<file path="src/rtl/fcnt_pkg.sv">
package fcnt_pkg;
  typedef enum logic [1:0] {
    PH_WIN = 2'd0,
    PH_CAP = 2'd1,
    PH_CLR = 2'd2
  } phase_e;

  localparam logic [3:0] BCD_MAX = 4'd9;
endpackage

</file>
<file path="src/rtl/fcnt_edge_sync.sv">
module fcnt_edge_sync (
  input  logic clk_i,
  input  logic rst_ni,
  input  logic sig_i,
  output logic rise_o
);
  // [0],[1] synchroniser, [2] previous value for edge detect
  logic [2:0] sh_q;

  always_ff @(posedge clk_i or negedge rst_ni) begin
    if (!rst_ni) sh_q <= '0;
    else         sh_q <= {sh_q[1:0], sig_i};
  end

  assign rise_o = sh_q[1] & ~sh_q[2];

  p_rise_single_r8: assert property (@(posedge clk_i) disable iff (!rst_ni)
    rise_o |=> !rise_o)
    else $error("edge pulse longer than one cycle");
endmodule

</file>
<file path="src/rtl/fcnt_window.sv">
module fcnt_window #(
  parameter int WIN_CYCLES = 1000
) (
  input  logic clk_i,
  input  logic rst_ni,
  output logic win_o,
  output logic cap_o,
  output logic clr_o
);
  import fcnt_pkg::*;

  localparam int CW = $clog2(WIN_CYCLES + 1);
  localparam logic [CW-1:0] LAST = CW'(WIN_CYCLES - 1);

  phase_e          ph_q;
  logic [CW-1:0]   cnt_q;

  always_ff @(posedge clk_i or negedge rst_ni) begin
    if (!rst_ni) begin
      ph_q  <= PH_WIN;
      cnt_q <= '0;
    end else begin
      unique case (ph_q)
        PH_WIN: begin
          if (cnt_q == LAST) begin
            ph_q  <= PH_CAP;
            cnt_q <= '0;
          end else begin
            cnt_q <= cnt_q + 1'b1;
          end
        end
        PH_CAP:  ph_q <= PH_CLR;
        default: ph_q <= PH_WIN;
      endcase
    end
  end

  assign win_o = (ph_q == PH_WIN);
  assign cap_o = (ph_q == PH_CAP);
  assign clr_o = (ph_q == PH_CLR);

  p_cap_then_clr_r5: assert property (@(posedge clk_i) disable iff (!rst_ni)
    cap_o |=> clr_o)
    else $error("clear does not follow capture");
  p_clr_then_win_r3: assert property (@(posedge clk_i) disable iff (!rst_ni)
    clr_o |=> win_o)
    else $error("window does not reopen after clear");
  p_phase_onehot_r3: assert property (@(posedge clk_i) disable iff (!rst_ni)
    $onehot({win_o, cap_o, clr_o}))
    else $error("phase decode not one-hot");
endmodule

</file>
<file path="src/rtl/fcnt_bcd_chain.sv">
module fcnt_bcd_chain #(
  parameter int DIGITS = 4
) (
  input  logic                  clk_i,
  input  logic                  rst_ni,
  input  logic                  inc_i,
  input  logic                  clr_i,
  output logic [4*DIGITS-1:0]   bcd_o,
  output logic                  ovf_o
);
  import fcnt_pkg::*;

  logic [DIGITS:0] carry;
  logic            ovf_q;

  assign carry[0] = inc_i;

  for (genvar k = 0; k < DIGITS; k++) begin : g_dig
    logic [3:0] dig_q;
    logic       top;

    assign top          = (dig_q == BCD_MAX);
    assign carry[k+1]   = carry[k] & top;
    assign bcd_o[4*k +: 4] = dig_q;

    always_ff @(posedge clk_i or negedge rst_ni) begin
      if (!rst_ni)       dig_q <= '0;
      else if (clr_i)    dig_q <= '0;
      else if (carry[k]) dig_q <= top ? 4'd0 : dig_q + 4'd1;
    end

    p_digit_bcd_r2: assert property (@(posedge clk_i) disable iff (!rst_ni)
      dig_q <= BCD_MAX)
      else $error("digit %0d left decimal range", k);
  end

  always_ff @(posedge clk_i or negedge rst_ni) begin
    if (!rst_ni)            ovf_q <= 1'b0;
    else if (clr_i)         ovf_q <= 1'b0;
    else if (carry[DIGITS]) ovf_q <= 1'b1;
  end

  assign ovf_o = ovf_q;

  p_clear_zero_r5: assert property (@(posedge clk_i) disable iff (!rst_ni)
    clr_i |=> (bcd_o == '0 && !ovf_o))
    else $error("count not zero after clear");
  p_hold_idle_r1: assert property (@(posedge clk_i) disable iff (!rst_ni)
    (!inc_i && !clr_i) |=> $stable(bcd_o))
    else $error("count moved without a counted edge");
  p_ovf_sticky_r6: assert property (@(posedge clk_i) disable iff (!rst_ni)
    (ovf_o && !clr_i) |=> ovf_o)
    else $error("overflow flag dropped inside a window");
endmodule

</file>
<file path="src/rtl/gated_freq_counter.sv">
module gated_freq_counter #(
  parameter int WIN_CYCLES = 1000,
  parameter int DIGITS     = 4
) (
  input  logic                clk_i,
  input  logic                rst_ni,
  input  logic                sig_i,
  input  logic                arm_i,
  output logic                win_o,
  output logic [4*DIGITS-1:0] result_o,
  output logic                valid_o,
  output logic                ovf_o
);
  localparam int RW = 4 * DIGITS;

  logic          rise, win, cap, clr, inc, live_ovf;
  logic [RW-1:0] live_bcd;
  logic [RW-1:0] res_q;
  logic          ovf_q, vld_q;

  fcnt_edge_sync u_sync (
    .clk_i (clk_i), .rst_ni (rst_ni), .sig_i (sig_i), .rise_o (rise)
  );

  fcnt_window #(.WIN_CYCLES(WIN_CYCLES)) u_win (
    .clk_i (clk_i), .rst_ni (rst_ni), .win_o (win), .cap_o (cap), .clr_o (clr)
  );

  // three-way qualifier: edge, open window, armed
  assign inc = rise & win & arm_i;

  fcnt_bcd_chain #(.DIGITS(DIGITS)) u_chain (
    .clk_i (clk_i), .rst_ni (rst_ni), .inc_i (inc), .clr_i (clr),
    .bcd_o (live_bcd), .ovf_o (live_ovf)
  );

  always_ff @(posedge clk_i or negedge rst_ni) begin
    if (!rst_ni) begin
      res_q <= '0;
      ovf_q <= 1'b0;
      vld_q <= 1'b0;
    end else begin
      vld_q <= cap;
      if (cap) begin
        res_q <= live_bcd;
        ovf_q <= live_ovf;
      end
    end
  end

  assign win_o    = win;
  assign result_o = res_q;
  assign ovf_o    = ovf_q;
  assign valid_o  = vld_q;

  p_valid_pulse_r4: assert property (@(posedge clk_i) disable iff (!rst_ni)
    valid_o |=> !valid_o)
    else $error("valid strobe longer than one cycle");
  p_valid_after_cap_r4: assert property (@(posedge clk_i) disable iff (!rst_ni)
    cap |=> valid_o)
    else $error("capture not announced");
  p_result_hold_r4: assert property (@(posedge clk_i) disable iff (!rst_ni)
    !cap |=> ($stable(result_o) && $stable(ovf_o)))
    else $error("result changed outside capture");
  p_no_count_closed_r1: assert property (@(posedge clk_i) disable iff (!rst_ni)
    (!win || !arm_i) |=> (live_bcd == $past(live_bcd) || $past(clr)))
    else $error("count advanced while gated off");
endmodule

</file>
<file path="config.mk">
export PLATFORM = sky130hd
export DESIGN_NAME = gated_freq_counter
export DESIGN_NICKNAME = d
export VERILOG_FILES = /design/src/rtl/fcnt_pkg.sv /design/src/rtl/fcnt_edge_sync.sv /design/src/rtl/fcnt_window.sv /design/src/rtl/fcnt_bcd_chain.sv /design/src/rtl/gated_freq_counter.sv
export SDC_FILE = /design/constraint.sdc
export NUM_CORES = 1
export LEC_CHECK = 0
export ABC_CLOCK_PERIOD_IN_PS = 2300
export CAP_MARGIN = 20
export CORE_MARGIN = 1.5
export CORE_UTILIZATION = 55
export CTS_CLUSTER_SIZE = 24
export DETAILED_ROUTE_END_ITERATION = 10
export GPL_ROUTABILITY_DRIVEN = 0
export PLACE_DENSITY = 0.78
export REMOVE_ABC_BUFFERS = 1
export SYNTH_ARGS = -nofsm -noshare
export SYNTH_HDL_FRONTEND = slang
export SYNTH_SLANG_ARGS = --single-unit
</file>
<file path="constraint.sdc">
create_clock -name clk_i -period 2.3 [get_ports clk_i]
set_input_delay 0.46 -clock clk_i [delete_from_list [all_inputs] [get_ports clk_i]]
set_output_delay 0.46 -clock clk_i [all_outputs]
set_load 0.02 [all_outputs]
</file>
; ---- Yosys cells after proc, flatten, opt, wreduce, memory -nomap -nowiden
; Index checks and enable logic that the tools add are counted.
[word_totals]
wordCells = 55
out_inout_bits = 19
register_bits = 50
in_bits = 4
[classes]
n_reduce_logical = 6
eq_ne = 8
n_mux = 17
add_sub_neg = 5
bitwise = 8
[ops]
columns = cell, n
row1 = 2-to-1 mux 4 bit, 12
row2 = "adder 4 x 1 -> 4 bit, second input constant", 4
row3 = "== test 4 bit, second input constant", 4
row4 = "adder 10 x 1 -> 10 bit, second input constant", 1
row5 = "== test 10 bit, second input constant", 1
row6 = 2-to-1 mux 10 bit, 1
row7 = nonzero test 2 bit, 5
row8 = bitwise AND 1 bit, 7
row9 = case mux 2 bit (2 select lines), 1
row10 = "== test 2 x 1 -> 1 bit, second input constant", 1
row11 = "== test 2 bit, second input constant", 1
row12 = zero test 2 bit, 1
row13 = 2-to-1 mux 1 bit, 2
row14 = 2-to-1 mux 2 bit, 1
row15 = "!= test 2 x 1 -> 1 bit, second input constant", 1
row16 = NOT 1 bit, 1

; ---- Longest topological paths before layout
[logic_depth]
depth_word = 10
ltp_mapped = 6
ltp_nobuf = 6

; ---- Hierarchy
; A second synthesis with hierarchy kept.
[hier_totals]
cells_unflattened = 205
area_unflattened_um2 = 2402.3
[by_module_without_submodules]
columns = mod, cells_each, n_inst, area_each_um2, seq_area_each_um2
row1 = fcnt_bcd_chain, 99, 1, 982.2, 425.4
row2 = gated_freq_counter, 38, 1, 716.9, 450.4
row3 = fcnt_window, 64, 1, 614.3, 300.3
row4 = fcnt_edge_sync, 4, 1, 88.8, 75.1

; ---- Least setup slack after synthesis
; Ideal clock, no wire load.
[synth_timing]
path_type = register to register
startpoint = reg u_win.ph_q[1]
endpoint = reg u_chain.g_dig[2].dig_q[2]
arrival_ns = 1.624
synth_period_minus_slack_ns = 1.761
required_time_ns = 2.164
path_stages_with_launch = 5
path_buffers = 0
setup_ns = 0.136
setup_slack_ns = 0.539
path_cell_list = dfrtp_1 or4b_2 nor4_2 or4_1 a21oi_1
[synth_via]
elab_chain_len = 6
word_cells_on_any_way = 8
classes_between = eq/ne (1) / mux (1) / bitwise (4) / reduce/logical (2)
[synth_lines]
columns = element, line
row1 = "start, declared", fcnt_window.sv:15  ; phase_e ph_q;
row2 = "start signal, assigned", fcnt_window.sv:20  ; ph_q <= PH_WIN;
row3 = "start signal, assigned", fcnt_window.sv:26  ; ph_q <= PH_CAP;
row4 = "start signal, assigned", fcnt_window.sv:32  ; PH_CAP: ph_q <= PH_CLR;
row5 = zero test 2 bit, fcnt_window.sv:38  ; assign win_o = (ph_q == PH_WIN);
row6 = bitwise AND 1 bit (2 in a row), gated_freq_counter.sv:30  ; assign inc = rise & win & arm_i;
row7 = bitwise AND 1 bit (2 in a row), fcnt_bcd_chain.sv:23  ; assign carry[k+1] = carry[k] & top;
row8 = nonzero test 2 bit (no source line), -
row9 = "end signal, assigned", fcnt_bcd_chain.sv:29  ; else if (carry[k]) dig_q <= top ? 4'd0 : dig_q + 4'd1;
row10 = "end, declared", fcnt_bcd_chain.sv:19  ; logic [3:0] dig_q;
; Several ways; a longest one is shown, not always the timed one.
; A chain may end at the register's enable or synchronous reset.

; ---- Worst setup path in the final report
[layout_timing]
startpoint = in arm_i
endpoint = reg u_chain.g_dig[2].dig_q[2]
[layout_via]
elab_chain_len = 4
[layout_lines]
columns = element, line
row1 = "start, declared", gated_freq_counter.sv:8  ; input logic arm_i,
row2 = bitwise AND 1 bit, gated_freq_counter.sv:30
row3 = bitwise AND 1 bit (2 in a row), fcnt_bcd_chain.sv:23
row4 = nonzero test 2 bit (no source line), -
; Every way passes these cells.

==> flow_summary.toml <==
[power_and_ir_drop]
pwr-share-clk = 0.302
vdd_drop_max_mv = 0.4160
p_leak_nw = 1.315
pwr-share-seq = 0.593
p_int_mw = 1.258
swShare = 0.2567
p_comb_frac = 0.105
p_per_area_nw_per_um2 = 619.5
p_switching_mw = 0.4344

[yosys]
ys.flop_type = "dfrtp_1"
synth_top_area_frac = 0.5345
synth_area_um2 = 2341
ys_ff_latch = 50
synthArstFlopShare = 1.000
synth_edf_count = 0
yosysTopAreaCell = "dfrtp_1"
yosys-top-cells-count = "nand2_1 (57), dfrtp_1 (50), nor2_1 (14), o21ai_0 (14)"
synth.avg_cell_area_um2 = 9.714
ys_warn_count = 0
synth_cell_types = 38
synth_cells = 241
synth_area_leaders = "dfrtp_1 (53%), nand2_1 (9.1%), ha_1 (4.8%)"
yosysSeqAreaShare = 0.5345
yosysMostFrequentCell = "nand2_1"

[drt]
vias_per_cell = 5.364
antenna_left = 0
wl_per_cell_um = 12.70
initialDrtViolationCount = 74
dr.pass1.iters = 4
vias = 1722
drc_errors = 0
totalWireLength_um = 4078

[finish]
insertedDiodeCount = 0
nets = 283
syn2layout_area_growth_pct = 16.68
fin_cells = 321
fill_cells = 328
drive_gt1_frac = 0.07749

[clock_network]
cts_setup_buffers = 0
cts_sinks = 50
cts_root_buf = "clkbuf_8"
cts_max_path_buffers = 2
cts_buffers = 5
htreeDepth = 2
ctsHoldBuffers = 0
cts_tree = "yes"
cts_resized = 0
path_clk_slew_ns = 0.08
clk_latency_ns = 0.29

[floorplan]
initial_core_util = 0.5769
rows = 23
die_h_um = 68.24
die_w_um = 68.24
fp.dieArea_um2 = 4657
core_um2 = 4058
io-pin-count = 23

[sta]
rsz0062_at_grt = "false"
slew_violations = 0
hold_violations = 0
worst_pin_slew_ns = 0.6124
setup_tns_ns = 0
worst_clock_skew_ns = 0.003745
maxSlewHeadroom = 0.5917
worst_slack_ns = 0.3181
setup_viol = 0
holdWs_ns = 0.2610
fin_crit_sh = 0.8617
finalCriticalPeriod_ns = 1.982
fmax_mhz = 504.6

[global_routing]
antenna_found_initial = 0
grt_first_pass_wirelength_um = 7203
grt_use_total = 0.2053
grt_overflow_total = 0
grt_max_degree = 51
grt_pass1_vias = 1647

[placement]
pre_cts_slack_ns = 0.008933
dp.final_hpwl_um = 2877
io_buffers = 22
dp.cells = 313

[setup_path]
start_kind = "input pin"
r2r_slack_ns = 0.35
critical_path.cell_chain = "clkdlybuf4s50_1 -> or4b_2 -> nor4_2 -> or4_1 -> a21oi_1"
worstSetupEndpointType = "flop"
slowest_stage = "or4b_2"
worstSetupPathType = "input pin to flop"
worst_path_largest_cell_delay_ns = 0.63
path_max_fanout = 3
critical_path_required_ns = 2.48
crit_arrival_ns = 2.17

[hold_path]
min-delay-path-class = "input pin to asynchronous set/reset pin"

[outcome]
status = "finished clean"

[flow_run]
max_cap_violations = 0
sequential cells by signal (all words and copies together), names as in the netlist:
| register | flops |
|---|---|
| ovf_o | 1 |
| u_chain.g_dig.dig_q | 16 |
| valid_o | 1 |
| u_chain.ovf_o | 1 |
| result_o | 16 |
| u_win.ph_q | 2 |
| u_win.cnt_q | 10 |
| u_sync.sh_q | 3 |
kinds of logic (layout without fill, tap and decap cells):
| group | after synthesis | count (layout) | synth area share |
|---|---|---|---|
| xor gates and xnor gates | 6 | 6 | 0.02245 |
| DFF | 50 | 50 | 0.5345 |
| buffers and inverters | 18 | 48 | 0.03207 |
| AOI/OAI and AO/OA | 31 | 31 | 0.07215 |
| muxes | 4 | 4 | 0.01710 |
| and+or+nand+nor | 123 | 123 | 0.2737 |
| adders and majority gates | 9 | 9 | 0.04810 |
final timing paths:
check | start | cells after the start | to
worst min-delay path | rst_ni | 2 | result_o[11]
max in group asynchronous | rst_ni | 2 | result_o[0]
worst max register to register | u_chain.g_dig[0].dig_q[1] | 6 | u_chain.g_dig[3].dig_q[2]
min in group clk_i | u_sync.sh_q[0] | 0 | u_sync.sh_q[1]
worst max-delay path | arm_i | 5 | u_chain.g_dig[2].dig_q[2]
worst min register to register | u_sync.sh_q[0] | 0 | u_sync.sh_q[1]
worst max-delay path: cells and delay by family:
family,cells,cell delay [ns]
buf+inv,1,0.49
compound gates,1,0.05
simple gates,3,1.15
power groups by stage:
stage / Clock (mW) / Sequential [mW] / Combinational [mW]
2_1_floorplan: 0 / 1.00 / 0.130
3_3_place_gp: 0 / 1.02 / 0.173
3_5_place_dp: 0 / 1.02 / 0.179
4_1_cts: 0.530 / 1.00 / 0.182
5_1_grt: 0.560 / 1.02 / 0.213
6_report: 0.511 / 1.00 / 0.178
per-layer routing:
metal,up-vias,share of wire,track usage
met3,4,0.033,0.04934
met5,-,0,0
met1,817,0.48,0.2633
met4,0,0.0074,0.03750
met2,27,0.48,0.3556
li1,874,-,-
stage by stage:
step | total power [mW] | utilization | area, µm²
CTS | 1.715 | 0.6725 | 2729
floorplan | 1.130 | - | 2307
global route | 1.789 | 0.6731 | 2731
detailed placement | 1.200 | 0.6500 | 2638
finish | 1.692 | 0.6731 | 2731
global placement | 1.191 | 0.6500 | 2638
final cells by class:
cell class,count,area (µm²),area share
Clock inverter,1,5.005,0.001832
Clock buffer,7,86.33,0.03161
Tap cell,50,62.56,0.02290
Multi-Input combinational cell,173,1015,0.3715
Sequential cell,50,1251,0.4581
Timing Repair Buffer,29,270.3,0.09895
Inverter,11,41.29,0.01512
layout by cell type, fill, tap and decap left out, types with 2 or more instances in the layout:
| master | n |
|---|---|
| or3_1 | 8 |
| o21ai_0 | 14 |
| o211ai_1 | 2 |
| nor3_1 | 5 |
| nor2b_1 | 3 |
| nand2_1 | 57 |
| clkbuf_8 | 6 |
| nand3b_1 | 2 |
| and3b_1 | 4 |
| xnor2_1 | 3 |
| and2_1 | 2 |
| nor2_1 | 14 |
| clkdlybuf4s50_1 | 20 |
| or4_1 | 5 |
| dfrtp_1 | 50 |
| inv_1 | 11 |
| buf_4 | 7 |
| xor2_1 | 3 |
| a21o_1 | 2 |
| a21oi_1 | 11 |
| mux2i_1 | 4 |
| nand3_1 | 10 |
| ha_1 | 9 |
No activity file was read; power rests on OpenSTA's default activity.
